### config.mk
export PLATFORM = sky130hd
export DESIGN_NAME = disk_reg_decoder
export DESIGN_NICKNAME = d
export VERILOG_FILES = /design/src/rtl/dkreg_pkg.sv /design/src/rtl/dkreg_drive.sv /design/src/rtl/dkreg_rdmux.sv /design/src/rtl/disk_reg_decoder.sv
export SDC_FILE = /design/constraint.sdc
export NUM_CORES = 1
export LEC_CHECK = 0
export ABC_AREA = 1
export CORE_MARGIN = 8
export CORE_UTILIZATION = 51
export DETAILED_ROUTE_END_ITERATION = 10
export PLACE_DENSITY = 0.68
export SLEW_MARGIN = 20
export SYNTH_ARGS = -nofsm -noshare
export SYNTH_HDL_FRONTEND = slang
export SYNTH_SLANG_ARGS = --single-unit
### constraint.sdc
create_clock -name clk -period 3.7 [get_ports clk]
set_input_delay 0.555 -clock clk [delete_from_list [all_inputs] [get_ports clk]]
set_output_delay 0.555 -clock clk [all_outputs]
set_load 0.03 [all_outputs]
### src/rtl/dkreg_pkg.sv
package dkreg_pkg;
  localparam int DATA_W = 16;
  localparam int FN_W   = 5;

  localparam logic [2:0] REG_CTRL  = 3'd0;
  localparam logic [2:0] REG_STAT  = 3'd1;
  localparam logic [2:0] REG_ERR1  = 3'd2;
  localparam logic [2:0] REG_MAINT = 3'd3;
  localparam logic [2:0] REG_ATTN  = 3'd4;
  localparam logic [2:0] REG_ADDR  = 3'd5;
  localparam logic [2:0] REG_TYPE  = 3'd6;
  localparam logic [2:0] REG_LOOK  = 3'd7;

  localparam logic [FN_W-1:0] FN_NOP    = 5'o00;
  localparam logic [FN_W-1:0] FN_DCLR   = 5'o04;
  localparam logic [FN_W-1:0] FN_PRESET = 5'o10;
  localparam logic [FN_W-1:0] FN_SEARCH = 5'o14;
  localparam logic [FN_W-1:0] FN_WCHK   = 5'o24;
  localparam logic [FN_W-1:0] FN_WRITE  = 5'o30;
  localparam logic [FN_W-1:0] FN_READ   = 5'o34;

  localparam int E1_ILF = 0;
  localparam int E1_ILR = 1;
  localparam int E1_RMR = 2;

  localparam logic [DATA_W-1:0] TYPE_CODE = 16'o020003;

  typedef struct packed {
    logic              go;
    logic [FN_W-1:0]   func;
    logic              ready;
    logic              pip;
    logic              attn;
    logic              vv;
    logic              lst;
    logic              err;
    logic [DATA_W-1:0] err1;
    logic [DATA_W-1:0] da;
  } drv_view_t;
endpackage

### src/rtl/dkreg_drive.sv
module dkreg_drive
  import dkreg_pkg::*;
(
  input  logic              clk,
  input  logic              rst,
  input  logic              wr_hit,
  input  logic              rd_hit,
  input  logic [2:0]        addr_lo,
  input  logic              addr_bad,
  input  logic [DATA_W-1:0] wdata,
  input  logic              attn_clr,
  input  logic              media,
  input  logic              xfer_done,
  input  logic              xfer_last,
  output drv_view_t         view,
  output logic              start_o,
  output logic              done_o
);
  drv_view_t       st;
  logic [FN_W-1:0] wfn;
  logic            wgo;
  logic            is_attn_addr;

  assign view         = st;
  assign wfn          = wdata[FN_W:1];
  assign wgo          = wdata[0];
  assign is_attn_addr = !addr_bad && (addr_lo == REG_ATTN);

  always_ff @(posedge clk) begin
    if (rst) begin
      st       <= '0;
      st.ready <= 1'b1;
      start_o  <= 1'b0;
      done_o   <= 1'b0;
    end else begin
      start_o <= 1'b0;
      done_o  <= 1'b0;
      if (attn_clr) st.attn <= 1'b0;
      // completion from the datapath wins over a summary clear
      if (xfer_done && st.go) begin
        st.go    <= 1'b0;
        st.pip   <= 1'b0;
        st.ready <= 1'b1;
        done_o   <= 1'b1;
        if (xfer_last) st.lst <= 1'b1;
        if (st.func == FN_SEARCH) st.attn <= 1'b1;
      end
      if (rd_hit && addr_bad && media) st.err1[E1_ILR] <= 1'b1;
      if (wr_hit) begin
        if (st.go && !is_attn_addr) begin
          st.err1[E1_RMR] <= 1'b1;
          st.err          <= 1'b1;
        end else if (addr_bad) begin
          st.err1[E1_ILR] <= 1'b1;
          st.err          <= 1'b1;
        end else begin
          case (addr_lo)
            REG_CTRL: begin
              if (!(st.ready && media)) begin
                st.err1[E1_RMR] <= 1'b1;
                st.err          <= 1'b1;
              end else begin
                st.func <= wfn;
                if (wgo) begin
                  st.err1 <= '0;
                  st.err  <= 1'b0;
                  st.lst  <= 1'b0;
                  st.pip  <= 1'b0;
                  case (wfn)
                    FN_NOP: st.ready <= 1'b1;
                    FN_DCLR: begin
                      st.ready <= 1'b1;
                      st.attn  <= 1'b0;
                      st.go    <= 1'b0;
                    end
                    FN_PRESET: begin
                      st.da    <= '0;
                      st.vv    <= media;
                      st.ready <= 1'b1;
                      st.attn  <= 1'b1;
                      done_o   <= 1'b1;
                    end
                    FN_SEARCH, FN_WCHK, FN_WRITE, FN_READ: begin
                      st.go    <= 1'b1;
                      st.pip   <= 1'b1;
                      st.ready <= 1'b0;
                      start_o  <= 1'b1;
                    end
                    default: begin
                      st.ready <= 1'b1;
                      st.err   <= 1'b1;
                      st.attn  <= 1'b1;
                      st.err1  <= DATA_W'(1);
                    end
                  endcase
                end
              end
            end
            REG_ERR1: begin
              st.err1 <= wdata;
              if (wdata != '0) st.err <= 1'b1;
            end
            REG_ADDR: st.da <= wdata;
            default: ;
          endcase
        end
      end
    end
  end

  AST_BUSY_NOT_READY: assert property (@(posedge clk) disable iff (rst)
    st.go |-> !st.ready);
  AST_START_FROM_BUSY: assert property (@(posedge clk) disable iff (rst)
    start_o |-> st.go);
  AST_REFUSE_FLAGS: assert property (@(posedge clk) disable iff (rst)
    (wr_hit && st.go && !is_attn_addr) |=> (st.err1[E1_RMR] && st.err));
  AST_BUSY_DA_STABLE: assert property (@(posedge clk) disable iff (rst)
    st.go |=> $stable(st.da));
  AST_PRESET_RESULT: assert property (@(posedge clk) disable iff (rst)
    (wr_hit && !addr_bad && addr_lo == REG_CTRL && !st.go && st.ready && media
     && wgo && wfn == FN_PRESET) |=> (st.da == '0 && st.attn && st.vv && done_o));
endmodule

### src/rtl/dkreg_rdmux.sv
module dkreg_rdmux
  import dkreg_pkg::*;
#(
  parameter int NUM_DRIVES = 8,
  parameter int DRV_W      = 3
) (
  input  logic                       clk,
  input  logic                       rst,
  input  logic                       rd_en,
  input  logic [DRV_W-1:0]           sel,
  input  logic [2:0]                 addr_lo,
  input  logic                       addr_bad,
  input  drv_view_t [NUM_DRIVES-1:0] views,
  input  logic [NUM_DRIVES-1:0]      media,
  input  logic [NUM_DRIVES-1:0]      wprot,
  output logic [DATA_W-1:0]          rd_data
);
  logic [DATA_W-1:0] nxt;
  logic [DATA_W-1:0] attn_bits;
  drv_view_t         v;
  logic              m;
  logic              wp;

  always_comb begin
    attn_bits = '0;
    for (int i = 0; i < NUM_DRIVES; i++) attn_bits[i] = views[i].attn;
    v  = views[sel];
    m  = media[sel];
    wp = wprot[sel];
    nxt = '0;
    if (addr_bad) nxt = '0;
    else if (addr_lo == REG_ATTN) nxt = attn_bits;
    else if (!m) nxt = '0;
    else begin
      case (addr_lo)
        REG_CTRL: nxt = {4'b0, 1'b1, 5'b0, v.func, ~v.go};
        REG_STAT: nxt = {v.attn, v.err, v.pip, 1'b1, wp, v.lst, 1'b0, 1'b1,
                         v.ready, v.vv, 6'b0};
        REG_ERR1: nxt = v.err1;
        REG_ADDR: nxt = v.da;
        REG_TYPE: nxt = TYPE_CODE;
        default:  nxt = '0;
      endcase
    end
  end

  always_ff @(posedge clk) begin
    if (rst) rd_data <= '0;
    else if (rd_en) rd_data <= nxt;
  end

  AST_BAD_ADDR_READS_ZERO: assert property (@(posedge clk) disable iff (rst)
    (rd_en && addr_bad) |=> (rd_data == '0));
endmodule

### src/rtl/disk_reg_decoder.sv
module disk_reg_decoder
  import dkreg_pkg::*;
#(
  parameter int NUM_DRIVES = 8,
  parameter int ADDR_W     = 5,
  localparam int DRV_W     = (NUM_DRIVES > 1) ? $clog2(NUM_DRIVES) : 1
) (
  input  logic                  clk,
  input  logic                  rst,
  input  logic [DRV_W-1:0]      drv_sel,
  input  logic [ADDR_W-1:0]     reg_addr,
  input  logic                  reg_wr,
  input  logic                  reg_rd,
  input  logic [DATA_W-1:0]     wr_data,
  output logic [DATA_W-1:0]     rd_data,
  input  logic [NUM_DRIVES-1:0] media_ok,
  input  logic [NUM_DRIVES-1:0] wr_protect,
  input  logic [NUM_DRIVES-1:0] xfer_done,
  input  logic [NUM_DRIVES-1:0] xfer_last,
  output logic                  start_pulse,
  output logic [DRV_W-1:0]      start_drive,
  output logic [FN_W-1:0]       start_func,
  output logic [NUM_DRIVES-1:0] op_done,
  output logic [NUM_DRIVES-1:0] attn_vec,
  output logic                  attn_any
);
  drv_view_t [NUM_DRIVES-1:0] views;
  logic [NUM_DRIVES-1:0]      start_vec;
  logic [2:0]                 addr_lo;
  logic                       addr_bad;
  logic                       summary_wr;

  assign addr_lo    = reg_addr[2:0];
  assign addr_bad   = (reg_addr > ADDR_W'(7));
  assign summary_wr = reg_wr && !addr_bad && (addr_lo == REG_ATTN);

  for (genvar g = 0; g < NUM_DRIVES; g++) begin : g_drv
    logic hit;
    assign hit = (drv_sel == DRV_W'(g));
    dkreg_drive u_drv (
      .clk       (clk),
      .rst       (rst),
      .wr_hit    (reg_wr && hit),
      .rd_hit    (reg_rd && hit),
      .addr_lo   (addr_lo),
      .addr_bad  (addr_bad),
      .wdata     (wr_data),
      .attn_clr  (summary_wr && wr_data[g]),
      .media     (media_ok[g]),
      .xfer_done (xfer_done[g]),
      .xfer_last (xfer_last[g]),
      .view      (views[g]),
      .start_o   (start_vec[g]),
      .done_o    (op_done[g])
    );
    assign attn_vec[g] = views[g].attn;
  end

  dkreg_rdmux #(.NUM_DRIVES(NUM_DRIVES), .DRV_W(DRV_W)) u_rdmux (
    .clk      (clk),
    .rst      (rst),
    .rd_en    (reg_rd),
    .sel      (drv_sel),
    .addr_lo  (addr_lo),
    .addr_bad (addr_bad),
    .views    (views),
    .media    (media_ok),
    .wprot    (wr_protect),
    .rd_data  (rd_data)
  );

  always_comb begin
    start_drive = '0;
    for (int i = 0; i < NUM_DRIVES; i++)
      if (start_vec[i]) start_drive = DRV_W'(i);
  end

  assign start_pulse = |start_vec;
  assign start_func  = views[start_drive].func;
  assign attn_any    = |attn_vec;

  AST_START_ONEHOT: assert property (@(posedge clk) disable iff (rst)
    $onehot0(start_vec));
endmodule

# ---- Word-level counts from Yosys, hierarchy flattened
# Cells that the tools add are included.
dict set report totals {
  elab_cells 794
  register_bits 384
  output_inout_bits 42
}
dict set report op_classes {
  bitwise 27
  n_eq_ne 90
  muxes 409
  n_reduce_logical 152
  n_lt_le_gt_ge 3
}
# cell n
set op_table {}
lappend op_table {{$mux 38} 56}
lappend op_table {{$mux 44} 9}
lappend op_table {{$mux 11} 32}
lappend op_table {{$mux 18} 16}
lappend op_table {{$pmux 17 s2} 8}
lappend op_table {{$bmux 44 s3} 2}
lappend op_table {{$pmux 16 s2} 8}
lappend op_table {{$mux 13} 16}
lappend op_table {{$mux 1} 199}
lappend op_table {{$mux 17} 9}
lappend op_table {{$ne 6x6->1 const B} 24}
lappend op_table {{$mux 14} 8}
lappend op_table {{$ne 7x7->1 const B} 16}
lappend op_table {{$reduce_and 7->1} 16}
lappend op_table {{$pmux 16 s5} 1}
lappend op_table {{$logic_and 1x1->1} 67}
lappend op_table {{$mux 3} 22}
lappend op_table {{$mux 16} 4}
lappend op_table {{$reduce_and 4->1} 16}
lappend op_table {{$eq 5x4->1 const B} 10}
lappend op_table {{$reduce_and 6->1} 8}
lappend op_table {{$reduce_or 6->1} 8}
lappend op_table {{$mux 43} 1}
lappend op_table {{$reduce_and 5->1} 8}
lappend op_table {{other kinds (24)} 117}

# ---- Longest topological paths before layout
# Gate-level depths: netlist of run 1.
dict set report depth {
  word_depth 22
  ltp_mapped 15
}

# ---- Cells and area by module
# Synthesis of run 1 repeated with hierarchy kept, for this count alone.
dict set report hier_totals {
  cells_unflattened 3815
  area_unflattened_um2 23481.3
}
# mod instances cells_per_inst area_each_um2 seq_area_each_um2
set modules_own_cells {}
lappend modules_own_cells {{dkreg_drive (g_drv[0].u_drv ...)} 7 330 2253.4 920.9}
lappend modules_own_cells {dkreg_rdmux 1 962 4449.3 320.3}
lappend modules_own_cells {{dkreg_drive (g_drv[2].u_drv)} 1 337 2348.5 920.9}
lappend modules_own_cells {disk_reg_decoder 1 206 909.6 0.0}

# ---- Worst setup path after synthesis of run 1
# Ideal clock, no wire load.
dict set report synth_path {
  path_kind {in2reg}
  from {input reg_addr[0]}
  to {register g_drv[4].u_drv.st, in the netlist g_drv[4].u_drv.view[10]}
  setup_ns 0.118
  cell_stages 14
  n_path_buf 3
  setup_slack_ns 1.466
  t_arrival_ns 2.116
  path_cell_list {inv_1 ha_1 inv_1 nor2_4 buf_6 nand3_4 nor2_4 nor2_4 nand2_4 buf_6 nor2_4 buf_4 o21ai_0 nor2_1}
}
dict set report synth_between {
  elab_chain_len 7
  word_cells_on_any_way 16
  cone_classes {order compare (1); eq/ne (5); mux (1); bitwise (2); reduce/logical (7)}
}
# element line
set synth_lines {}
lappend synth_lines {{start, declared} disk_reg_decoder.sv:11} ;# input logic [ADDR_W-1:0] reg_addr,
lappend synth_lines {{$gt 5x3->1} disk_reg_decoder.sv:34} ;# assign addr_bad = (reg_addr > ADDR_W'(7));
lappend synth_lines {{$logic_not 1->1} dkreg_drive.sv:27} ;# assign is_attn_addr = !addr_bad && (addr_lo == REG_ATTN);
lappend synth_lines {{$logic_and 1x1->1} dkreg_drive.sv:27}
lappend synth_lines {{$logic_not 1->1} dkreg_drive.sv:50} ;# if (st.go && !is_attn_addr) begin
lappend synth_lines {{$logic_and 1x1->1} dkreg_drive.sv:50}
lappend synth_lines {{$ne 6x6->1 (no source line) or $not 1->1 (tied branches)} n/a}
lappend synth_lines {{$reduce_and 7->1 (no source line)} n/a}
lappend synth_lines {{end, declared} dkreg_drive.sv:19} ;# drv_view_t st;
# Several ways; a longest one is shown, not always the timed one.
# A chain may end at the register's enable or synchronous reset.

# ---- Worst setup path after layout of run 1
dict set report layout_path {
  from {register g_drv[3].u_drv.start_o}
  to {output start_func[2]}
}
dict set report layout_between {
  elab_chain_len 7
}
# element line
set layout_lines {}
lappend layout_lines {{start, declared} dkreg_drive.sv:16} ;# output logic start_o,
lappend layout_lines {{start signal, assigned} dkreg_drive.sv:33} ;# start_o <= 1'b0;
lappend layout_lines {{start signal, assigned} dkreg_drive.sv:36} ;# start_o <= 1'b0;
lappend layout_lines {{start signal, assigned} dkreg_drive.sv:87} ;# start_o <= 1'b1;
lappend layout_lines {{$mux 3 (5 in a row)} disk_reg_decoder.sv:75} ;# if (start_vec[i]) start_drive = DRV_W'(i);
lappend layout_lines {{$bmux 44 s3} disk_reg_decoder.sv:79} ;# assign start_func = views[start_drive].func;
lappend layout_lines {{$mux 43 (implied by the code)} disk_reg_decoder.sv:79}
lappend layout_lines {{end, declared} disk_reg_decoder.sv:22} ;# output logic [FN_W-1:0] start_func,
# Every way passes these cells. The select of a mux whose other input is x is not followed.

==> impl_metrics.json, run 1 <==
{
  "status": "finished clean",
  "cts_buffers": 44,
  "utilization_pct": 60.4,
  "critPathTopFamily": "buffers and inverters",
  "pre_cts_ws_ns": 0.140,
  "yosysSeqAreaShare_pct": 38.7,
  "clockBufferDepth": 3,
  "cts_tree": "done",
  "yosys.area.top_type": "dfxtp_1",
  "finalSetupViolCount": 0,
  "io_pins": 102,
  "p_seq_share_pct": 43.0,
  "avgRoutedWirePerCell_um": 22.6,
  "dieWidth_um": 213,
  "drt_iter0_markers": 2992,
  "synth-xor-area-share_pct": 0,
  "power.density_nw_per_um2": 416,
  "p_sw_share_pct": 26.0,
  "finalMaxSlewViolations": 0,
  "finClkSkew_ns": 0.0218,
  "ys_warn_count": 0,
  "async_reset_ff_share_pct": 0,
  "clock-sinks": 384,
  "tns_ns": 0,
  "cap_violations": 0,
  "regArea_um2": 7690,
  "track_usage_pct": 37.1,
  "fill_cells": 3825,
  "p_comb_share_pct": 8.7,
  "dominantRegCellSynth": "dfxtp_1",
  "drive_above_1_share_pct": 8.47,
  "ant_nets": 0,
  "final-hold-violation-count": 0,
  "path_class": "reg -> out",
  "die-height_um": 213,
  "grt_pass1_wl_um": 129000,
  "die_area_um2": 45600,
  "synth_compound_area_share_pct": 14.5,
  "vias": 22357,
  "worst_pin_slew_ns": 1.12,
  "first_pass_iters": 9,
  "crit_buf_inv": 3,
  "netlist.area_leader.share_pct": 38.7,
  "hpwl_um": 59100,
  "drt_wl_total_um": 86100,
  "synth_nets": 3218,
  "synth_area_leaders": "dfxtp_1, nand2_1, nor2_1",
  "critPathLaunchType": "flip-flop",
  "met2_usage_pct": 59.1,
  "portBuffers": 101,
  "clk_pin_slew_ns": 0.06,
  "via_per_inst": 5.88,
  "synth_fa_ha_area_share_pct": 0.252,
  "grt_pass1_vias": 21061,
  "synth_edf_count": 0,
  "max_slew_margin_pct": 25.1,
  "synth_top_family_by_area": "simple AND/OR/NAND/NOR gates",
  "ys_types": 44,
  "switchingPower_uw": 2520,
  "syn_area_um2": 19900,
  "multi_input_area_um2": 10200,
  "syn_inst": 3154,
  "grt_max_degree": 107,
  "synth_mux_area_share_pct": 0,
  "slowest_delay_ns": 0.59,
  "hp-class": "reg -> reg",
  "synth_seq_cells": 384,
  "synth.avg_cell_area_um2": 6.30,
  "setup_slack_ns": 0.463,
  "nets": 3310,
  "p_total_uw": 9690,
  "grt_busiest_layer": "met2",
  "rsz0062_at_grt": "false",
  "required_ns": 3.14,
  "cp_cell_sequence": "nor2_1, nor3_1, nor3_1, buf_4, inv_1, nand3_1, nand2_1, nand2_1, nand2_1, clkdlybuf4s50_1",
  "syn2layout_area_growth_pct": 17.1,
  "cp_common_cell": "nand2_1",
  "final_cell_mix": "nand2_1, nor2_1, dfxtp_1",
  "use_met1_pct": 44.8,
  "clk_latency_ns": 0.60,
  "worstPathArrival_ns": 2.68,
  "power_leakage_uw": 0.00965,
  "min_period_over_period_pct": 87.5,
  "clock.fmax_mhz": 309,
  "setup.worst_path.end_class": "output pin",
  "holdWs_ns": 0.449,
  "clockRootBuffer": "clkbuf_16",
  "coreArea_um2": 38600,
  "clock_power_share_pct": 48.3,
  "crit_path_max_fanout": 11,
  "gp_congestion": 1.03,
  "period_minus_slack_ns": 3.24,
  "layout_commonest_cell": "nand2_1",
  "cts_max_level": 2,
  "drc_errors": 0,
  "peakVddDrop_v": 0.000413,
  "start_util_pct": 51.6,
  "placementRows": 72,
  "crit_slowest_cell": "clkdlybuf4s50_1",
  "intPower_uw": 7170,
  "grt_util_met3_pct": 7.42,
  "synthSimpleGateAreaFrac_pct": 36.3,
  "grt-ovfl-total": 0,
  "grt_antenna_before_repair": 2
}
[state kept, by name (all words and copies together), names as in the netlist]
name and count:
g_drv.u_drv.start_o 8, u_rdmux.rd_data 16, g_drv.u_drv.done_o 8, g_drv.u_drv.view 352
[layer usage]
metal / vias up / routed length [µm] / share of wire (%)
li1: 10268 / - / -
met4: 0 / 6720 / 7.8
met1: 10332 / 32200 / 37
met3: 362 / 9380 / 11
met2: 1395 / 37800 / 44
met5: - / 0 / 0
[synth_stat cells (all sizes together) (4+ instances only)]
cell,number
a31oi,8
buf,93
nand3,250
inv,296
nor3,35
ha,4
o211ai,7
clkbuf,96
o21ai,274
nand2,813
dfxtp,384
nand4,64
nor2,541
o21bai,5
clkinv,7
nand3b,5
a21oi,252
[final cells by class]
| cell class | count | share of cell area (%) |
|---|---|---|
| multi-input cells | 2278 | 43.7 |
| inverters | 303 | 4.91 |
| well taps | 518 | 2.78 |
| diodes | 1 | 0.0108 |
| clock buffers | 62 | 5.50 |
| repair buffers | 235 | 8.87 |
| clock inverters | 19 | 1.20 |
| flip-flops and latches | 384 | 33.0 |
[cells by family after synthesis]
family,count (synthesis)
AOI/OAI and AO/OA,560
adders and majority gates,4
buffers and inverters,492
DFF,384
and+or+nand+nor,1714
[repair_timing]
| action | in CTS | in global routing |
|---|---|---|
| gates resized for setup | 0 | 1 |
| setup buffers | 0 | 0 |
| hold buffers | 0 | 0 |
| setup endpoints to repair | 0 | 2 |
[worst min-delay path: cells and delay by family, from the launching register on]
| kind | cells | cell delay (ns) |
|---|---|---|
| AOI/OAI and AO/OA | 1 | 0.05 |
| DFF | 1 | 0.30 |
| buffers and inverters | 1 | 0.05 |
[per-stage QoR]
| stage | instance area [µm²] | cells |
|---|---|---|
| after CTS | 23300 | 3799 |
| after detailed placement | 21700 | 3718 |
| after global placement | 21700 | 3718 |
| after global routing | 23300 | 3799 |
| after floorplan | 19900 | 3154 |
| final | 23300 | 3800 |
[worst paths after layout]
check	from	slack, ns	end	cells after the start
setup / recovery	g_drv[3].u_drv.start_o	0.46	start_func[2]	10
hold / removal	g_drv[4].u_drv.view[30]	0.45	g_drv[4].u_drv.view[30]	2
setup reg to reg	g_drv[7].u_drv.view[37]	1.17	g_drv[7].u_drv.view[13]	10
hold reg to reg	g_drv[4].u_drv.view[30]	0.45	g_drv[4].u_drv.view[30]	2
[power by group through the flow]
stage	clock, µW	sequential, µW	combinational (µW)
after floorplan	0	4260	416
after global placement	0	4250	812
after detailed placement	0	4250	811
after CTS	4700	4160	815
after global routing	4870	4160	878
final	4680	4160	846
No activity file was read; power rests on OpenSTA's default activity.
==> run 2: changes to the inputs <==
- ABC_AREA: 1 -> not set
- PLACE_DENSITY: 0.68 -> 0.69
==> impl_metrics.json, run 2 <==
{
  "status": "finished clean",
  "drt_wl_total_um": 68100,
  "first_pass_iters": 8,
  "start_util_pct": 51.4,
  "clock-sinks": 384,
  "die_area_um2": 43000,
  "via_per_inst": 6.54,
  "drive_above_1_share_pct": 14.3,
  "drt_iter0_markers": 1821,
  "critPathTopFamily": "compound AO/OA/AOI/OAI gates",
  "crit_buf_inv": 2,
  "p_total_uw": 9080,
  "post-place-cells": 2479,
  "io_pins": 102,
  "drc_errors": 0,
  "coreArea_um2": 36300,
  "worstPathArrival_ns": 3.01,
  "setup.worst_path.end_class": "output pin",
  "path_class": "reg -> out",
  "hpwl_um": 47900,
  "max_slew_margin_pct": 27.8,
  "utilization_pct": 59.9,
  "grt_antenna_before_repair": 1,
  "nets": 2119,
  "layout_commonest_cell": "dfxtp_1",
  "ant_nets": 0,
  "clk_latency_ns": 0.58,
  "min_period_over_period_pct": 96.4,
  "clk_pin_slew_ns": 0.06,
  "final_cells": 2552,
  "synth_seq_cells": 384,
  "finalSetupViolCount": 0,
  "syn_area_um2": 18700,
  "die-height_um": 207,
  "async_reset_ff_share_pct": 0,
  "yosysSeqAreaShare_pct": 41.1,
  "portBuffers": 101,
  "synth_edf_count": 0,
  "synth_nets": 2048,
  "cts-hold-fix-buffers": 0,
  "netlist.area_leader.share_pct": 41.1,
  "largest_reg_flops": 352,
  "track_usage_pct": 30.6,
  "grt-ovfl-total": 0,
  "crit_slowest_cell": "o21bai_1",
  "critPathLaunchType": "flip-flop",
  "final_cell_mix": "dfxtp_1, nor2_1, mux2i_1",
  "final-hold-violation-count": 0,
  "placementRows": 70,
  "cap_violations": 0,
  "ys_warn_count": 0,
  "synth_common_cells": "dfxtp_1, nor2_1, mux2i_1",
  "cts_resized": 0,
  "syn2layout_area_growth_pct": 16.4,
  "yosysMostFrequentCell": "dfxtp_1",
  "finalMaxSlewViolations": 0,
  "yosys.area.top_type": "dfxtp_1",
  "slowest_delay_ns": 0.61,
  "cts_max_level": 2,
  "cts_tree": "done",
  "dominantRegCellSynth": "dfxtp_1",
  "tns_ns": 0,
  "crit_path_max_fanout": 6,
  "cts_buffers": 42,
  "grt_pass1_vias": 16113,
  "period_minus_slack_ns": 3.57,
  "ys_types": 85,
  "required_ns": 3.14,
  "synth.avg_cell_area_um2": 9.42,
  "synth_area_leaders": "dfxtp_1, mux2i_1, mux4_2",
  "vias": 16685,
  "dieWidth_um": 207,
  "grt_pass1_wl_um": 103000,
  "final_cell_area_um2": 21800,
  "clockBufferDepth": 3,
  "worst_pin_slew_ns": 1.08,
  "cp_cell_sequence": "inv_1, a21oi_1, o21bai_1, mux4_2, o21ai_0, a21oi_1, clkdlybuf4s50_1",
  "rsz0062_at_grt": "false",
  "power.density_nw_per_um2": 417,
  "n_antenna_cell": 0,
  "finClkSkew_ns": 0.0249,
  "postCtsSetupBuffers": 0,
  "peakVddDrop_v": 0.000441,
  "power_leakage_uw": 0.00811,
  "grt_max_degree": 103,
  "hp-class": "in -> reg",
  "avgRoutedWirePerCell_um": 26.7,
  "cp_common_cell": "a21oi_1",
  "clock.fmax_mhz": 280,
  "gp_congestion": 1.02,
  "syn_inst": 1984,
  "clockRootBuffer": "clkbuf_16",
  "place_area_um2": 20400,
  "reg2reg_setup_slack_ns": 1.44
}
## run 2: changes by cell type in the layout (fill, tap and decap cells not counted), moves of 178 or more
cell / previous run / this run
nand3_1: 243 / 56
nand2_1: 804 / 133
nor2_1: 518 / 227
o21ai_0: 267 / 70
inv_1: 280 / 15
mux2i_1: 0 / 178
## run 2: worst register-to-register path, cell delays in order, from the launching register on
cell     delay [ns]
dfxtp_1        0.47
nand2_1        0.27
a31o_2         0.31
a21oi_1        0.42
nand2_1        0.13
buf_4          0.24
mux2i_1        0.20
nor2_1         0.06
## run 2: logic make-up (layout without fill, tap and decap cells)
kind of cell             Yosys count  count (layout)  share of synthesized area (%)
AND/OR/NAND/NOR                  678             678                           18.9
AO/OA/AOI/OAI                    450             450                           15.7
flip-flops                       384             384                           41.1
multiplexers                     259             259                           18.9
buffers and inverters            207             307                           5.04
adder cells (fa/ha/maj)            5               5                          0.321
XOR/XNOR                           1               1                         0.0469
## run 2: power breakdown
part / leakage, µW / total [µW] / internal [µW] / switching, µW
Sequential: 0.00309 / 4150 / 4140 / 7.18
Combinational: 0.00434 / 662 / 230 / 432
Clock: 0.000682 / 4270 / 2510 / 1760
## run 2: through the flow
step	setup slack, ns	hold WS, ns
2_1_floorplan	0.909	0.422
5_1_grt	0.0200	0.319
4_1_cts	0.0144	0.276
3_3_place_gp	0.245	0.434
3_5_place_dp	0.264	0.444
6_report	0.135	0.303
## run 2: worst paths after layout
check | from | to | cells past startpoint
max | g_drv[2].u_drv.start_o | start_func[0] | 7
min | rst | g_drv[0].u_drv.view[34] | 2
max reg2reg | g_drv[5].u_drv.view[37] | g_drv[5].u_drv.view[21] | 7
min reg2reg | g_drv[7].u_drv.view[34] | g_drv[7].u_drv.view[34] | 2
## run 2: area by class of cell
cell class / count / area, µm²
fillers: 3123 / 14600
clock buffers: 60 / 1220
inverters: 17 / 63.8
clock inverters: 13 / 161
multi-input cells: 1393 / 10100
repair buffers: 217 / 1960
flip-flops and latches: 384 / 7690
well taps: 468 / 586
## run 2: per-layer routing
layer / vias up / track usage [%] / part of all wire [%]
met2: 915 / 47.6 / 45
met3: 197 / 6.79 / 9.2
li1: 7409 / - / -
met4: 2 / 14.1 / 5.0
met5: - / 0 / 0.015
met1: 8162 / 40.2 / 41
